### src/rtl/canwk_pkg.sv
package canwk_pkg;

    // Number of flops in the bus-level synchronizer.
    localparam int SYNC_STAGES = 2;

    // Wake-up filter progress through the three-phase pattern.
    typedef enum logic [2:0] {
        WK_IDLE = 3'd0,
        WK_DOM1 = 3'd1,
        WK_REC  = 3'd2,
        WK_DOM2 = 3'd3,
        WK_WOKE = 3'd4
    } wk_state_e;

    // Synchronized bus level together with its value one cycle earlier.
    typedef struct packed {
        logic dom;
        logic dom_prev;
    } bus_view_t;

    // A pattern attempt may start only on a recessive-to-dominant step.
    function automatic logic rise_to_dom(input bus_view_t b);
        return b.dom & ~b.dom_prev;
    endfunction

    // Output level: the bus mirror in Normal mode, the request flag in Standby.
    function automatic logic rxd_level(input logic normal, input logic dom,
                                       input logic woke);
        return normal ? ~dom : ~woke;
    endfunction

endpackage

### src/rtl/canwk_sync.sv
module canwk_sync #(
    parameter int STAGES = 2,
    parameter int WIDTH  = 1
) (
    input  logic             clk,
    input  logic             rst,
    input  logic [WIDTH-1:0] d,
    output logic [WIDTH-1:0] q
);
    // Each bit gets its own shift chain; reset value is recessive (0).
    logic [WIDTH-1:0] chain [STAGES];

    always_ff @(posedge clk) begin
        if (rst) begin
            for (int s = 0; s < STAGES; s++) chain[s] <= '0;
        end else begin
            chain[0] <= d;
            for (int s = 1; s < STAGES; s++) chain[s] <= chain[s-1];
        end
    end

    assign q = chain[STAGES-1];

endmodule

### src/rtl/canwk_pattern_filter.sv
module canwk_pattern_filter
    import canwk_pkg::*;
#(
    parameter int T_DOM     = 3,
    parameter int T_REC     = 2,
    parameter int T_WAKE_TO = 10,
    localparam int CNT_W    = $clog2(T_WAKE_TO + 1)
) (
    input  logic      clk,
    input  logic      rst,
    input  logic      en,
    input  bus_view_t view,
    output logic      woke
);
    localparam logic [CNT_W-1:0] DOM_MIN  = CNT_W'(T_DOM);
    localparam logic [CNT_W-1:0] REC_MIN  = CNT_W'(T_REC);
    localparam logic [CNT_W-1:0] WIN_MAX  = CNT_W'(T_WAKE_TO);
    localparam logic [CNT_W-1:0] CNT_ONE  = CNT_W'(1);

    wk_state_e        state_q, state_d;
    logic [CNT_W-1:0] phase_q, phase_d;   // cycles in the current phase
    logic [CNT_W-1:0] total_q, total_d;   // cycles since the attempt began
    logic             start_edge;
    logic             expired;

    function automatic logic [CNT_W-1:0] sat_inc(input logic [CNT_W-1:0] v);
        return (v == '1) ? v : v + CNT_ONE;
    endfunction

    assign start_edge = rise_to_dom(view);
    assign expired    = (total_q >= WIN_MAX);

    always_comb begin
        state_d = state_q;
        phase_d = phase_q;
        total_d = total_q;
        if (!en) begin
            state_d = WK_IDLE;
            phase_d = '0;
            total_d = '0;
        end else begin
            unique case (state_q)
                WK_IDLE: begin
                    if (start_edge) begin
                        state_d = WK_DOM1;
                        phase_d = CNT_ONE;
                        total_d = CNT_ONE;
                    end
                end
                WK_DOM1: begin
                    if (expired) begin
                        state_d = WK_IDLE;
                        phase_d = '0;
                        total_d = '0;
                    end else if (view.dom) begin
                        phase_d = sat_inc(phase_q);
                        total_d = sat_inc(total_q);
                    end else if (phase_q >= DOM_MIN) begin
                        state_d = WK_REC;
                        phase_d = CNT_ONE;
                        total_d = sat_inc(total_q);
                    end else begin
                        state_d = WK_IDLE;
                        phase_d = '0;
                        total_d = '0;
                    end
                end
                WK_REC: begin
                    if (expired) begin
                        state_d = WK_IDLE;
                        phase_d = '0;
                        total_d = '0;
                    end else if (!view.dom) begin
                        phase_d = sat_inc(phase_q);
                        total_d = sat_inc(total_q);
                    end else if (phase_q >= REC_MIN) begin
                        state_d = WK_DOM2;
                        phase_d = CNT_ONE;
                        total_d = sat_inc(total_q);
                    end else begin
                        // Gap too short: this dominant edge opens a new attempt.
                        state_d = WK_DOM1;
                        phase_d = CNT_ONE;
                        total_d = CNT_ONE;
                    end
                end
                WK_DOM2: begin
                    if (expired) begin
                        state_d = WK_IDLE;
                        phase_d = '0;
                        total_d = '0;
                    end else if (view.dom) begin
                        if (sat_inc(phase_q) >= DOM_MIN) begin
                            state_d = WK_WOKE;
                        end else begin
                            phase_d = sat_inc(phase_q);
                            total_d = sat_inc(total_q);
                        end
                    end else begin
                        state_d = WK_IDLE;
                        phase_d = '0;
                        total_d = '0;
                    end
                end
                WK_WOKE: begin
                    state_d = WK_WOKE;
                end
                default: begin
                    state_d = WK_IDLE;
                    phase_d = '0;
                    total_d = '0;
                end
            endcase
        end
    end

    always_ff @(posedge clk) begin
        if (rst) begin
            state_q <= WK_IDLE;
            phase_q <= '0;
            total_q <= '0;
        end else begin
            state_q <= state_d;
            phase_q <= phase_d;
            total_q <= total_d;
        end
    end

    assign woke = (state_q == WK_WOKE);

endmodule

### src/rtl/canwk_channel.sv
module canwk_channel
    import canwk_pkg::*;
#(
    parameter int T_DOM     = 3,
    parameter int T_REC     = 2,
    parameter int T_WAKE_TO = 10
) (
    input  logic clk,
    input  logic rst,
    input  logic stby_n,
    input  logic bus_dom,
    output logic rxd
);
    logic      bus_s;
    logic      bus_p;
    logic      normal_q;
    logic      woke;
    bus_view_t view;

    canwk_sync #(
        .STAGES(SYNC_STAGES),
        .WIDTH (1)
    ) u_sync (
        .clk(clk),
        .rst(rst),
        .d  (bus_dom),
        .q  (bus_s)
    );

    // Previous synchronized level, for edge detection; mode register.
    always_ff @(posedge clk) begin
        if (rst) begin
            bus_p    <= 1'b0;
            normal_q <= 1'b0;
        end else begin
            bus_p    <= bus_s;
            normal_q <= stby_n;
        end
    end

    assign view.dom      = bus_s;
    assign view.dom_prev = bus_p;

    canwk_pattern_filter #(
        .T_DOM    (T_DOM),
        .T_REC    (T_REC),
        .T_WAKE_TO(T_WAKE_TO)
    ) u_filter (
        .clk (clk),
        .rst (rst),
        .en  (~normal_q),
        .view(view),
        .woke(woke)
    );

    assign rxd = rxd_level(normal_q, bus_s, woke);

endmodule

### src/rtl/can_wake_ctrl.sv
module can_wake_ctrl #(
    parameter int N_CH      = 2,
    parameter int T_DOM     = 3,
    parameter int T_REC     = 2,
    parameter int T_WAKE_TO = 10
) (
    input  logic            clk,
    input  logic            rst,
    input  logic [N_CH-1:0] stby_n,
    input  logic [N_CH-1:0] bus_dom,
    output logic [N_CH-1:0] rxd
);
    if (T_DOM < 2) begin : g_bad_tdom
        $error("T_DOM must be at least 2");
    end
    if (T_WAKE_TO < 2 * T_DOM + T_REC) begin : g_bad_window
        $error("T_WAKE_TO shorter than the minimum pattern");
    end

    for (genvar c = 0; c < N_CH; c++) begin : g_ch
        canwk_channel #(
            .T_DOM    (T_DOM),
            .T_REC    (T_REC),
            .T_WAKE_TO(T_WAKE_TO)
        ) u_ch (
            .clk    (clk),
            .rst    (rst),
            .stby_n (stby_n[c]),
            .bus_dom(bus_dom[c]),
            .rxd    (rxd[c])
        );
    end

endmodule

### config.mk
export PLATFORM = sky130hd
export DESIGN_NAME = can_wake_ctrl
export DESIGN_NICKNAME = d
export VERILOG_FILES = /design/src/rtl/canwk_pkg.sv /design/src/rtl/canwk_sync.sv /design/src/rtl/canwk_pattern_filter.sv /design/src/rtl/canwk_channel.sv /design/src/rtl/can_wake_ctrl.sv
export SDC_FILE = /design/constraint.sdc
export NUM_CORES = 1
export LEC_CHECK = 0
export BUFFER_PORTS_ARGS = -buffer_cell sky130_fd_sc_hd__buf_4
export CAP_MARGIN = 40
export CORE_UTILIZATION = 35
export CTS_CLUSTER_SIZE = 16
export DETAILED_ROUTE_END_ITERATION = 10
export GPL_ROUTABILITY_DRIVEN = 0
export PLACE_DENSITY = 0.6
export SYNTH_ARGS = -nofsm -noshare
export SYNTH_HDL_FRONTEND = slang
export SYNTH_SLANG_ARGS = --single-unit
### constraint.sdc
create_clock -name clk -period 4.95 [get_ports clk]
set_input_delay 0.99 -clock clk [delete_from_list [all_inputs] [get_ports clk]]
set_output_delay 0.99 -clock clk [all_outputs]
set_load 0.02 [all_outputs]
Yosys cells after proc, flatten, opt, wreduce, memory -nomap -nowiden
Memories as Yosys holds them, arrays and structs flattened.
Index checks and enable logic that the tools add are counted.

storage, ports and cells
  register bits = 26
  RAM bits = 4
  output and inout bits = 2
  bits in read-only memories = 0
  latch bits = 0
  memories kept = 2
  logic and storage cells = 141

operators by class
  $lt $le $gt $ge = 8
  divide/modulo/power cells = 0
  eq/ne operators = 22
  multiply operators = 0
  mux-type cells = 75
  shift-type cells = 0
  reductions and logical operators = 8
  bitwise operators = 12
  $add $sub $neg = 4

memory list
  memory                     depth  bits a word  read ports  clocked after memory_dff  write ports  line              text
  g_ch[0].u_ch.u_sync.chain  2      1            2           0                         2            canwk_sync.sv:11  logic [WIDTH-1:0] chain [STAGES];
  g_ch[1].u_ch.u_sync.chain  2      1            2           0                         2            canwk_sync.sv:11

operator list
  kind                                                                                  count
  4-bit 2-to-1 mux                                                                      38
  4-bit case mux with 5 select lines                                                    4
  3-bit 2-to-1 mux                                                                      16
  3-bit case mux with 5 select lines                                                    2
  4-bit by 2-bit greater-or-equal comparator with 1-bit output (second input constant)  6
  4-bit by 1-bit adder with 4-bit output (second input constant)                        4
  4-bit == test (second input constant)                                                 4
  4-bit inequality test (second input constant)                                         4
  3-bit by 2-bit == test with 1-bit output (second input constant)                      4
  1-bit 2-to-1 mux                                                                      11
  4-bit greater-or-equal comparator (second input constant)                             2
  2-bit 2-to-1 mux                                                                      4
  4-bit AND reduction                                                                   2
  3-bit by 1-bit == test with 1-bit output (second input constant)                      2
  3-bit == test (second input constant)                                                 2
  3-bit logical NOT                                                                     2
  3-bit by 2-bit inequality test with 1-bit output (second input constant)              2
  3-bit inequality test (second input constant)                                         2
  1-bit NOT                                                                             6
  3-bit AND reduction                                                                   2
  2-bit inequality test (second input constant)                                         2
  1-bit OR                                                                              4
  2-bit OR reduction                                                                    2
  1-bit bitwise AND                                                                     2

Logic depth before layout (Yosys ltp)
Gate-level depths: netlist of run 1.

  word-level depth = 7
  gate-level depth with buffers = 8

Modules after synthesis
A second synthesis of run 1 with hierarchy kept.

unflattened totals
  cells, all modules = 234
  area total of the unflattened synthesis = 1,946.9 µm²

by module, submodules not included
  module                                        times used  area an instance (µm²)  seq. area each (µm²)  cells each
  canwk_pattern_filter (g_ch[1].u_ch.u_filter)  1           858.3                   220.2                 107
  canwk_pattern_filter (g_ch[0].u_ch.u_filter)  1           850.8                   220.2                 107
  canwk_channel                                 2           66.3                    40.0                  6
  canwk_sync                                    2           52.6                    40.0                  4

Least setup slack after synthesis of run 1
No wires, ideal clock.

  path type = input to register
  start point = in rst
  end point = reg g_ch[1].u_ch.u_filter.total_q[2]
  cell stages on the path = 7
  required time = 4.880 ns
  buffers on the path = 2
  setup time = 0.070 ns
  arrival time = 2.357 ns
  slack = 2.523 ns
  path through = or2_2 clkbuf_1 a2111oi_2 o21a_1 clkbuf_2 o211ai_1 a21oi_1

between the ends
  word-level cells in the longest chain between the ends = 1

RTL lines
  item                          line                         text
  start, declared               can_wake_ctrl.sv:8           input logic rst,
  2-bit OR reduction (no line)  n/a
  end signal, assigned          canwk_pattern_filter.sv:125  total_q <= total_d;
  end, declared                 canwk_pattern_filter.sv:22   logic [CNT_W-1:0] total_q, total_d;

Every way passes these cells.
A chain may end at the register's enable or synchronous reset.

Worst setup path in the final report of run 1
  start point = reg g_ch[0].u_ch.u_filter.state_q[0]
  end point = out rxd[0]

between the ends
  word-level cells in the longest chain between the ends = 3

RTL lines
  item                    line                         text
  start, declared         canwk_pattern_filter.sv:20   wk_state_e state_q, state_d;
  start signal, assigned  canwk_pattern_filter.sv:123  state_q <= state_d;
  3-bit == test           canwk_pattern_filter.sv:129  assign woke = (state_q == WK_WOKE);
  1-bit NOT (no line)     n/a
  1-bit 2-to-1 mux        canwk_pkg.sv:29              return normal ? ~dom : ~woke;
  end, declared           can_wake_ctrl.sv:11          output logic [N_CH-1:0] rxd

Every way passes these cells.

==> results of run 1 <==
==> final cells by class <==
cell class / count / share of cell area
clock buffers: 6 / 0.0391
well taps: 70 / 0.0414
multi-input cells: 189 / 0.585
repair buffers: 8 / 0.0284
inverters: 9 / 0.0160
flip-flops and latches: 30 / 0.284
clock inverters: 2 / 0.00592
==> synthesized netlist by cell type, types with 2 or more instances <==
cell type,number
o32ai_1,2
nor3_1,5
o2111ai_1,2
nand2_1,20
nand3b_1,2
or2_2,2
o21a_1,3
dfxtp_1,30
nor4_1,2
o31a_1,2
nor2_1,20
a21oi_1,14
o21bai_1,3
a211oi_1,7
or3b_2,3
xnor2_1,4
buf_4,2
a221oi_1,2
nand2b_1,8
o31ai_1,3
a21o_1,4
and2_1,2
nand3_1,9
o21ai_0,12
buf_2,3
a41oi_1,2
a21bo_2,2
o221a_2,3
nor2b_1,11
o22ai_1,3
ha_1,8
o211ai_1,2
a31oi_1,8
clkbuf_1,11
inv_1,9
==> critical path, delay by kind of cell, from the launching register on <==
family	cells	cell delay (ns)
DFF	1	0.41
AOI/OAI and AO/OA	1	0.05
and+or+nand+nor	3	0.61
buffers and inverters	1	0.18
==> registers in the layout, summed over array words and instances (netlist names) <==
name                        flops
g_ch.u_ch.normal_q              2
g_ch.u_ch.bus_p                 2
g_ch.u_ch.u_filter.phase_q      8
g_ch.u_ch.u_filter.total_q      8
g_ch.u_ch.u_filter.state_q      6
g_ch.u_ch.u_sync.chain          4
==> how the worst max path moves through the flow <==
| stage | to | slack (ns) |
|---|---|---|
| 2_1_floorplan | g_ch[1].u_ch.u_filter.total_q[2] | 2.52 |
| 3_5_place_dp | g_ch[1].u_ch.u_filter.phase_q[2] | 2.32 |
| 5_1_grt | rxd[0] | 2.33 |
| 6_report | rxd[0] | 2.43 |
| 3_3_place_gp | g_ch[1].u_ch.u_filter.total_q[2] | 2.34 |
| 4_1_cts | rxd[1] | 2.47 |
==> layout by cell type (no fill, tap or decap), types with 2 or more instances in the layout <==
| cell | count |
|---|---|
| dfxtp_1 | 30 |
| o31ai_1 | 3 |
| nand2b_1 | 8 |
| a21o_1 | 4 |
| a41oi_1 | 2 |
| ha_1 | 8 |
| and2_1 | 2 |
| o2111ai_1 | 2 |
| or2_2 | 2 |
| o211ai_1 | 2 |
| nor2_1 | 20 |
| o21bai_1 | 3 |
| a211oi_1 | 7 |
| xnor2_1 | 4 |
| o22ai_1 | 3 |
| nor3_1 | 5 |
| nand3_1 | 9 |
| buf_4 | 8 |
| nor2b_1 | 11 |
| o221a_2 | 3 |
| nand2_1 | 20 |
| a31oi_1 | 8 |
| inv_1 | 9 |
| o21a_1 | 3 |
| a21bo_2 | 2 |
| o31a_1 | 2 |
| a221oi_1 | 2 |
| o32ai_1 | 2 |
| a21oi_1 | 14 |
| or3b_2 | 3 |
| o21ai_0 | 12 |
| nand3b_1 | 2 |
| clkbuf_8 | 6 |
| nor4_1 | 2 |
==> power groups by stage <==
stage,logic [mW],clock network [mW],registers (mW)
finish,0.0532,0.206,0.257
global route,0.0592,0.223,0.258
CTS,0.0527,0.212,0.256
detailed placement,0.0525,0,0.262
global placement,0.0521,0,0.262
floorplan,0.0449,0,0.257
==> per-layer routing <==
metal,part of all wire,vias to the layer above,track usage
met4,0.014,0,0.0577
met2,0.41,39,0.198
li1,-,899,-
met3,0.048,4,0.0357
met1,0.53,797,0.209
met5,0,-,0
==> through the flow <==
stage	total power, mW	cells	setup slack [ns]	cell area (um^2)
floorplan	0.302	246	2.52	1950
global placement	0.314	305	2.34	2010
global route	0.540	314	2.33	2110
detailed placement	0.314	306	2.32	2020
finish	0.516	314	2.43	2110
CTS	0.521	314	2.47	2110
==> logic make-up (layout without fill, tap and decap cells) <==
family / count (synthesis) / count (layout)
AO/OA/AOI/OAI: 82 / 82
XOR/XNOR: 4 / 4
adder cells (fa/ha/maj): 8 / 8
buffers and inverters: 27 / 25
flip-flops: 30 / 30
multiplexers: 2 / 2
AND/OR/NAND/NOR: 93 / 93
==> results.yml, run 1 <==
run_status:
  status: "completed"
floorplan:
  design.core.area_um2: 5240
  die_h_um: 76.7
  die_x_um: 76.7
  start_util: 0.372
  ios: 8
  dieArea_um2: 5880
  rows: 26
clock_tree:
  clock_latency_ns: 0.28
  postCtsSetupBuffers: 0
  cts_tree: "done"
  cts_resized: 0
  clockRootBuffer: "clkbuf_8"
  clockBufferDepth: 2
  htree_levels: 2
  cts.sinks: 30
  cts_buffers: 5
  ctsHoldBuffers: 0
  clk_pin_slew_ns: 0.07
synth:
  synth-simple-area-share: 0.253
  synth_compound_area_frac: 0.301
  syn-num-nets: 260
  synth_seq_cells: 30
  synthMuxAreaShare: 0.0109
  yosys_warnings: 0
  synth_top_area_frac: 0.308
  synth_flop_cell: "dfxtp_1"
  synthArstFlopShare: 0
  ys_seq_area_frac: 0.308
  yosys.cell_types.count: 56
  syn_area_per_cell_um2: 7.93
  yosys.area.top_type: "dfxtp_1"
  synth_adder_area_share: 0.0513
  synth_area_leaders: "dfxtp_1 31%, ha_1 5.1%, nand2_1 3.8%, nor2_1 3.8%, a21oi_1 3.6%"
  synth.cell_area_um2: 1950
  synth-edff-count: 0
  synth_xor_area_frac: 0.0180
  synth_cells: 246
  synth_top_family_by_area: "compound AO/OA/AOI/OAI gates"
critical_path:
  cp_max_fo: 11
  startpoint_type: "register"
  slowest_delay_ns: 0.41
  reg2reg_depth: 6
  rr_startpoint: "g_ch[1].u_ch.u_filter.phase_q[1]"
  path_cells: "nor2_1, nand2_1, nor2_1, a21oi_1, buf_4"
  cpMaxStageDelayCell: "dfxtp_1"
  crit_required_ns: 3.96
  end_kind: "output port"
  crit_arrival_ns: 1.53
  rr_endpoint: "g_ch[1].u_ch.u_filter.total_q[0]"
  cpMostUsedCell: "nor2_1"
  r2r_slack_ns: 2.60
  worstSetupPathType: "reg -> out"
  critPathLaunch: "g_ch[0].u_ch.u_filter.state_q[0]"
worst_hold_path:
  holdPathEnd: "g_ch[0].u_ch.u_sync.chain[0][1]"
  min_path_type: "reg -> reg"
  whs_path_depth: 1
  hold_path.startpoint: "g_ch[0].u_ch.u_sync.chain[0][0]"
sta:
  finalHoldViolCount: 0
  setup_tns_ns: 0
  fin_skew_ns: 0.00373
  tightest_slew_ns: 0.626
  rsz0062_at_grt: "no"
  period_needed_ns: 2.52
  drv_slew: 0
  setup_viol: 0
  holdWs_ns: 0.448
  fin_crit_sh: 0.508
  slew_headroom: 0.579
  max_freq_mhz: 397
finish:
  syn2layout_area_growth_pct: 8.34
  register_area_um2: 601
  multi_input_area_um2: 1240
  num_antenna_cells: 0
  fill_cells: 524
  finish.utilization: 0.403
  drive_gt1_frac: 0.135
  nets: 257
global_routing:
  grt.overflow.total: 0
  antenna_found_initial: 0
  grt_pass1_wl_um: 6760
  grt_pass1_vias: 1407
  grt_max_degree: 13
  grt_usage: 0.143
pwr:
  pwr-share-clk: 0.400
  p_int_mw: 0.383
  p_seq_frac: 0.497
  p_sw_frac: 0.258
  switchingPower_mw: 0.133
  p_leak_nw: 0.749
  pwr-share-comb: 0.103
  irDropWorstVdd_v: 0.000205
  power.density_nw_per_um2: 244
flow_run:
  maxCapViolations: 0
route:
  post_drt_via_cell_ratio: 5.54
  dr.pass1.iters: 4
  wl_um: 4040
  wl_per_cell_um: 12.9
  dr.first_iter.drc_count: 127
  route.antenna.remaining_nets: 0
  num_vias: 1739
  drcViolationCount: 0
place:
  hpwlAfterDp_um: 2890
  io_buffers: 7
No activity file was read; power rests on OpenSTA's default activity.
==> run 2: changes to the inputs <==
clock period = 2.55 ns   (was 4.95 ns; I/O delays follow)
==> results.yml, run 2 (synthesized netlist as in run 1, its figures left out) <==
finish:
  reg_top3: "g_ch.u_ch.u_filter.phase_q (8), g_ch.u_ch.u_filter.total_q (8), g_ch.u_ch.u_filter.state_q (6)"
  register_area_um2: 601
  num_antenna_cells: 0
  final_common_cell: "dfxtp_1"
  finish.utilization: 0.408
  fill_cells: 516
  syn2layout_area_growth_pct: 9.49
  final_cell_mix: "30 x dfxtp_1, 20 x nor2_1, 20 x nand2_1"
  finalInstanceArea_um2: 2140
  multi_input_area_um2: 1240
  stdcell_count: 317
  nets: 260
  drive_gt1_frac: 0.146
sta:
  holdWs_ns: 0.433
  worst_slack_ns: 0.362
  max_freq_mhz: 457
  slew_headroom: 0.633
  fin_skew_ns: 0.00774
  fin_crit_sh: 0.858
  tightest_slew_ns: 0.545
  setup_tns_ns: 0
  finalHoldViolCount: 0
  drv_slew: 0
  setup_viol: 0
  period_needed_ns: 2.19
  rsz0062_at_grt: "no"
clock_tree:
  postCtsSetupBuffers: 0
  ctsHoldBuffers: 0
  clockRootBuffer: "clkbuf_8"
  clk_pin_slew_ns: 0.06
  clock_latency_ns: 0.28
  cts_tree: "done"
  clockBufferDepth: 2
  cts.sinks: 30
  cts_resized: 0
  htree_levels: 2
  cts_buffers: 5
floorplan:
  design.core.area_um2: 5240
  dieArea_um2: 5880
  die_h_um: 76.7
  rows: 26
  die_x_um: 76.7
  ios: 8
  start_util: 0.372
critical_path:
  slowest_delay_ns: 0.51
  path_cells: "inv_1, ha_1, o31a_1, or4_4, o21a_1, nor2_1, a22o_1"
  cp_max_fo: 6
  cpMaxStageDelayCell: "or4_4"
  end_kind: "register"
  reg2reg_depth: 7
  rr_startpoint: "g_ch[1].u_ch.u_filter.total_q[0]"
  crit_arrival_ns: 2.41
  critPathLaunch: "g_ch[1].u_ch.u_filter.total_q[0]"
  crit_required_ns: 2.77
  startpoint_type: "register"
  worstSetupPathType: "reg -> reg"
place:
  postPlaceCellArea_um2: 2040
  post-place-ws_ns: 0.341
  io_buffers: 7
  hpwlAfterDp_um: 2940
  post-place-cells: 309
route:
  wl_um: 4100
  post_drt_via_cell_ratio: 5.55
  dr.pass1.iters: 4
  drcViolationCount: 0
  route.antenna.remaining_nets: 0
  wl_per_cell_um: 12.9
  dr.first_iter.drc_count: 100
  num_vias: 1760
pwr:
  p_total_mw: 1.01
  irDropWorstVdd_v: 0.000471
  p_leak_nw: 0.763
  power.density_nw_per_um2: 471
global_routing:
  grt_pass1_wl_um: 7020
  grtUsageMet1: 0.212
  use_met2: 0.213
  grt.overflow.total: 0
  grt_pass1_vias: 1478
  grt_max_degree: 13
  grt_usage: 0.148
  grt.busiest_layer: "met2"
  gr-usage-met3: 0.0321
  antenna_found_initial: 0
flow_run:
  maxCapViolations: 0
run_status:
  status: "completed"
worst_hold_path:
  hold_path.startpoint: "g_ch[0].u_ch.u_sync.chain[0][0]"
  whs_path_depth: 1
  min_path_type: "reg -> reg"
## run 2: cell count changes in the layout (fill, tap and decap cells not counted)
| cell | delta |
|---|---|
| buf_4 | +3 |
## run 2: worst paths after layout
check	end	slack [ns]
max	g_ch[1].u_ch.u_filter.total_q[0]	0.36
min	g_ch[0].u_ch.u_sync.chain[0][1]	0.43
max reg2reg	g_ch[1].u_ch.u_filter.total_q[0]	0.36
min reg2reg	g_ch[0].u_ch.u_sync.chain[0][1]	0.43
## run 2: cell type report
class                      count  area share
clock buffer                   6      0.0387
inverter                       9      0.0158
clock inverter                 2     0.00586
tap                           70      0.0410
timing repair buffer          11      0.0387
sequential                    30       0.281
multi-input combinational    189       0.579
## run 2: critical path, delay by kind of cell, from the launching register on
family	cells	cell delay (ns)
AOI/OAI and AO/OA	3	0.72
DFF	1	0.38
adders and majority gates	1	0.21
buffers and inverters	1	0.09
and+or+nand+nor	2	0.73
## run 2: power by group
| part | internal [mW] | total, mW | leakage, nW | switching, mW |
|---|---|---|---|---|
| sequential | 0.481 | 0.496 | 0.244 | 0.0152 |
| clock | 0.217 | 0.399 | 0.0472 | 0.182 |
| combinational | 0.0492 | 0.110 | 0.471 | 0.0609 |
## run 2: routing by layer
metal / wire [um] / vias to the layer above
li1: - / 908
met1: 2090 / 792
met2: 1730 / 53
met3: 216 / 7
met4: 62 / 0
met5: 0 / -
==> run 3: changes to the inputs <==
CORE_ASPECT_RATIO = 1.2   (was default)
==> results.yml, run 3 (synthesized netlist as in run 1, its figures left out) <==
run_status:
  status: "completed"
sta:
  fin_skew_ns: 0.00777
  period_needed_ns: 2.20
  tightest_slew_ns: 0.565
  max_freq_mhz: 455
  setup_tns_ns: 0
  drv_slew: 0
  fin_crit_sh: 0.863
  setup_viol: 0
  slew_headroom: 0.614
  finalHoldViolCount: 0
  rsz0062_at_grt: "no"
  worst_slack_ns: 0.350
route:
  wl_per_cell_um: 14.3
  dr.first_iter.drc_count: 101
  drcViolationCount: 0
  num_vias: 1795
  met1Wirelength_um: 2080
  met3_length_um: 132
  met2_length_um: 2220
  top_layer_used: "met4"
  post_drt_via_cell_ratio: 5.75
  route.antenna.remaining_nets: 0
  dr.pass1.iters: 4
  wl_um: 4470
floorplan:
  rows: 29
  start_util: 0.366
  dieArea_um2: 5880
  die_x_um: 70.2
  ios: 8
  die_h_um: 83.8
  design.core.area_um2: 5330
clock_tree:
  clockBufferDepth: 2
  clockRootBuffer: "clkbuf_8"
  cts.sinks: 30
  cts_buffers: 5
  ctsHoldBuffers: 0
  cts_resized: 0
  cts_tree: "done"
  clock_latency_ns: 0.28
  htree_levels: 2
  clk_pin_slew_ns: 0.07
  postCtsSetupBuffers: 0
critical_path:
  rr_startpoint: "g_ch[1].u_ch.u_filter.phase_q[0]"
  r2r_slack_ns: 0.35
  startpoint_type: "register"
  crit_arrival_ns: 2.42
  end_kind: "register"
  cp_max_fo: 7
  reg2reg_depth: 7
  rr_endpoint: "g_ch[1].u_ch.u_filter.total_q[0]"
  worstSetupPathType: "reg -> reg"
  crit_required_ns: 2.77
pwr:
  pwr-share-clk: 0.501
  switchingPower_mw: 0.269
  p_sw_frac: 0.221
  pwr-share-comb: 0.092
  p_total_mw: 1.22
  irDropWorstVdd_v: 0.000297
  p_seq_frac: 0.407
  p_leak_nw: 0.803
  p_int_mw: 0.947
  power.density_nw_per_um2: 553
worst_hold_path:
  whs_path_depth: 1
  holdPathEnd: "g_ch[0].u_ch.u_sync.chain[0][1]"
  hold_path.startpoint: "g_ch[0].u_ch.u_sync.chain[0][0]"
  min_path_type: "reg -> reg"
finish:
  final_cell_mix: "30 x dfxtp_1, 20 x nor2_1, 20 x nand2_1"
  drive_gt1_frac: 0.156
  reg_top3: "g_ch.u_ch.u_filter.phase_q (8), g_ch.u_ch.u_filter.total_q (8), g_ch.u_ch.u_filter.state_q (6)"
  stdcell_count: 312
  num_antenna_cells: 0
  final_common_cell: "dfxtp_1"
  finalInstanceArea_um2: 2200
  nets: 263
  syn2layout_area_growth_pct: 12.6
global_routing:
  grt_usage: 0.160
  grt_pass1_wl_um: 7560
  grt.overflow.total: 0
  grt_max_degree: 13
  antenna_found_initial: 0
  grt_pass1_vias: 1691
place:
  io_buffers: 7
  post-place-cells: 304
  postPlaceCellArea_um2: 2050
  post-place-ws_ns: 0.347
  hpwlAfterDp_um: 3190
flow_run:
  maxCapViolations: 0
-- run 3: changes by cell type in the layout (fill, tap and decap cells not counted), sizes merged --
cell	previous run	this run
clkinv	1	0
buf	11	14
clkinvlp	1	0
bufinv	0	2
-- run 3: worst max-delay path, stage by stage, from the launching register on --
cell       delay [ns]
dfxtp_1          0.38
ha_1             0.24
buf_4            0.16
nor2b_1          0.13
a211oi_2         0.39
nor2_1           0.07
a2111oi_0        0.58
a22o_1           0.20
-- run 3: power groups by stage --
stage	clock, mW	sequential, mW	combinational [mW]
final	0.608	0.495	0.112
after global routing	0.649	0.497	0.123
after CTS	0.628	0.495	0.111
after detailed placement	0	0.506	0.111
after global placement	0	0.506	0.111
after floorplan	0	0.499	0.0871
-- run 3: area by class of cell --
class / count / area, um^2
multi-input combinational: 189 / 1240
fill: 547 / 3140
clock inverter: 2 / 60.1
clock buffer: 6 / 82.6
tap: 62 / 77.6
inverter: 9 / 33.8
sequential: 30 / 601
timing repair buffer: 14 / 105
-- run 3: metrics by stage --
step                hold slack, ns   util
global placement             0.416  0.385
CTS                          0.426  0.412
detailed placement           0.430  0.385
floorplan                    0.414      -
finish                       0.439  0.412
global route                 0.431  0.412
-- run 3: metal layers --
metal,vias up,global-route usage
met5,-,0
met4,0,0.0545
met3,2,0.0362
met2,35,0.284
met1,848,0.185
li1,910,-
-- run 3: worst max path at each step --
stage	startpoint	to	slack, ns	cells past startpoint
after floorplan	g_ch[0].u_ch.u_filter.phase_q[1]	g_ch[0].u_ch.u_filter.phase_q[3]	0.55	7
after global placement	rst	g_ch[1].u_ch.u_filter.phase_q[2]	0.40	6
after detailed placement	g_ch[0].u_ch.u_filter.phase_q[1]	g_ch[0].u_ch.u_filter.total_q[3]	0.35	7
after CTS	g_ch[0].u_ch.u_filter.phase_q[1]	g_ch[0].u_ch.u_filter.total_q[3]	0.34	7
after global routing	g_ch[0].u_ch.u_filter.phase_q[1]	g_ch[0].u_ch.u_filter.total_q[3]	0.15	7
final	g_ch[1].u_ch.u_filter.phase_q[0]	g_ch[1].u_ch.u_filter.total_q[0]	0.35	7
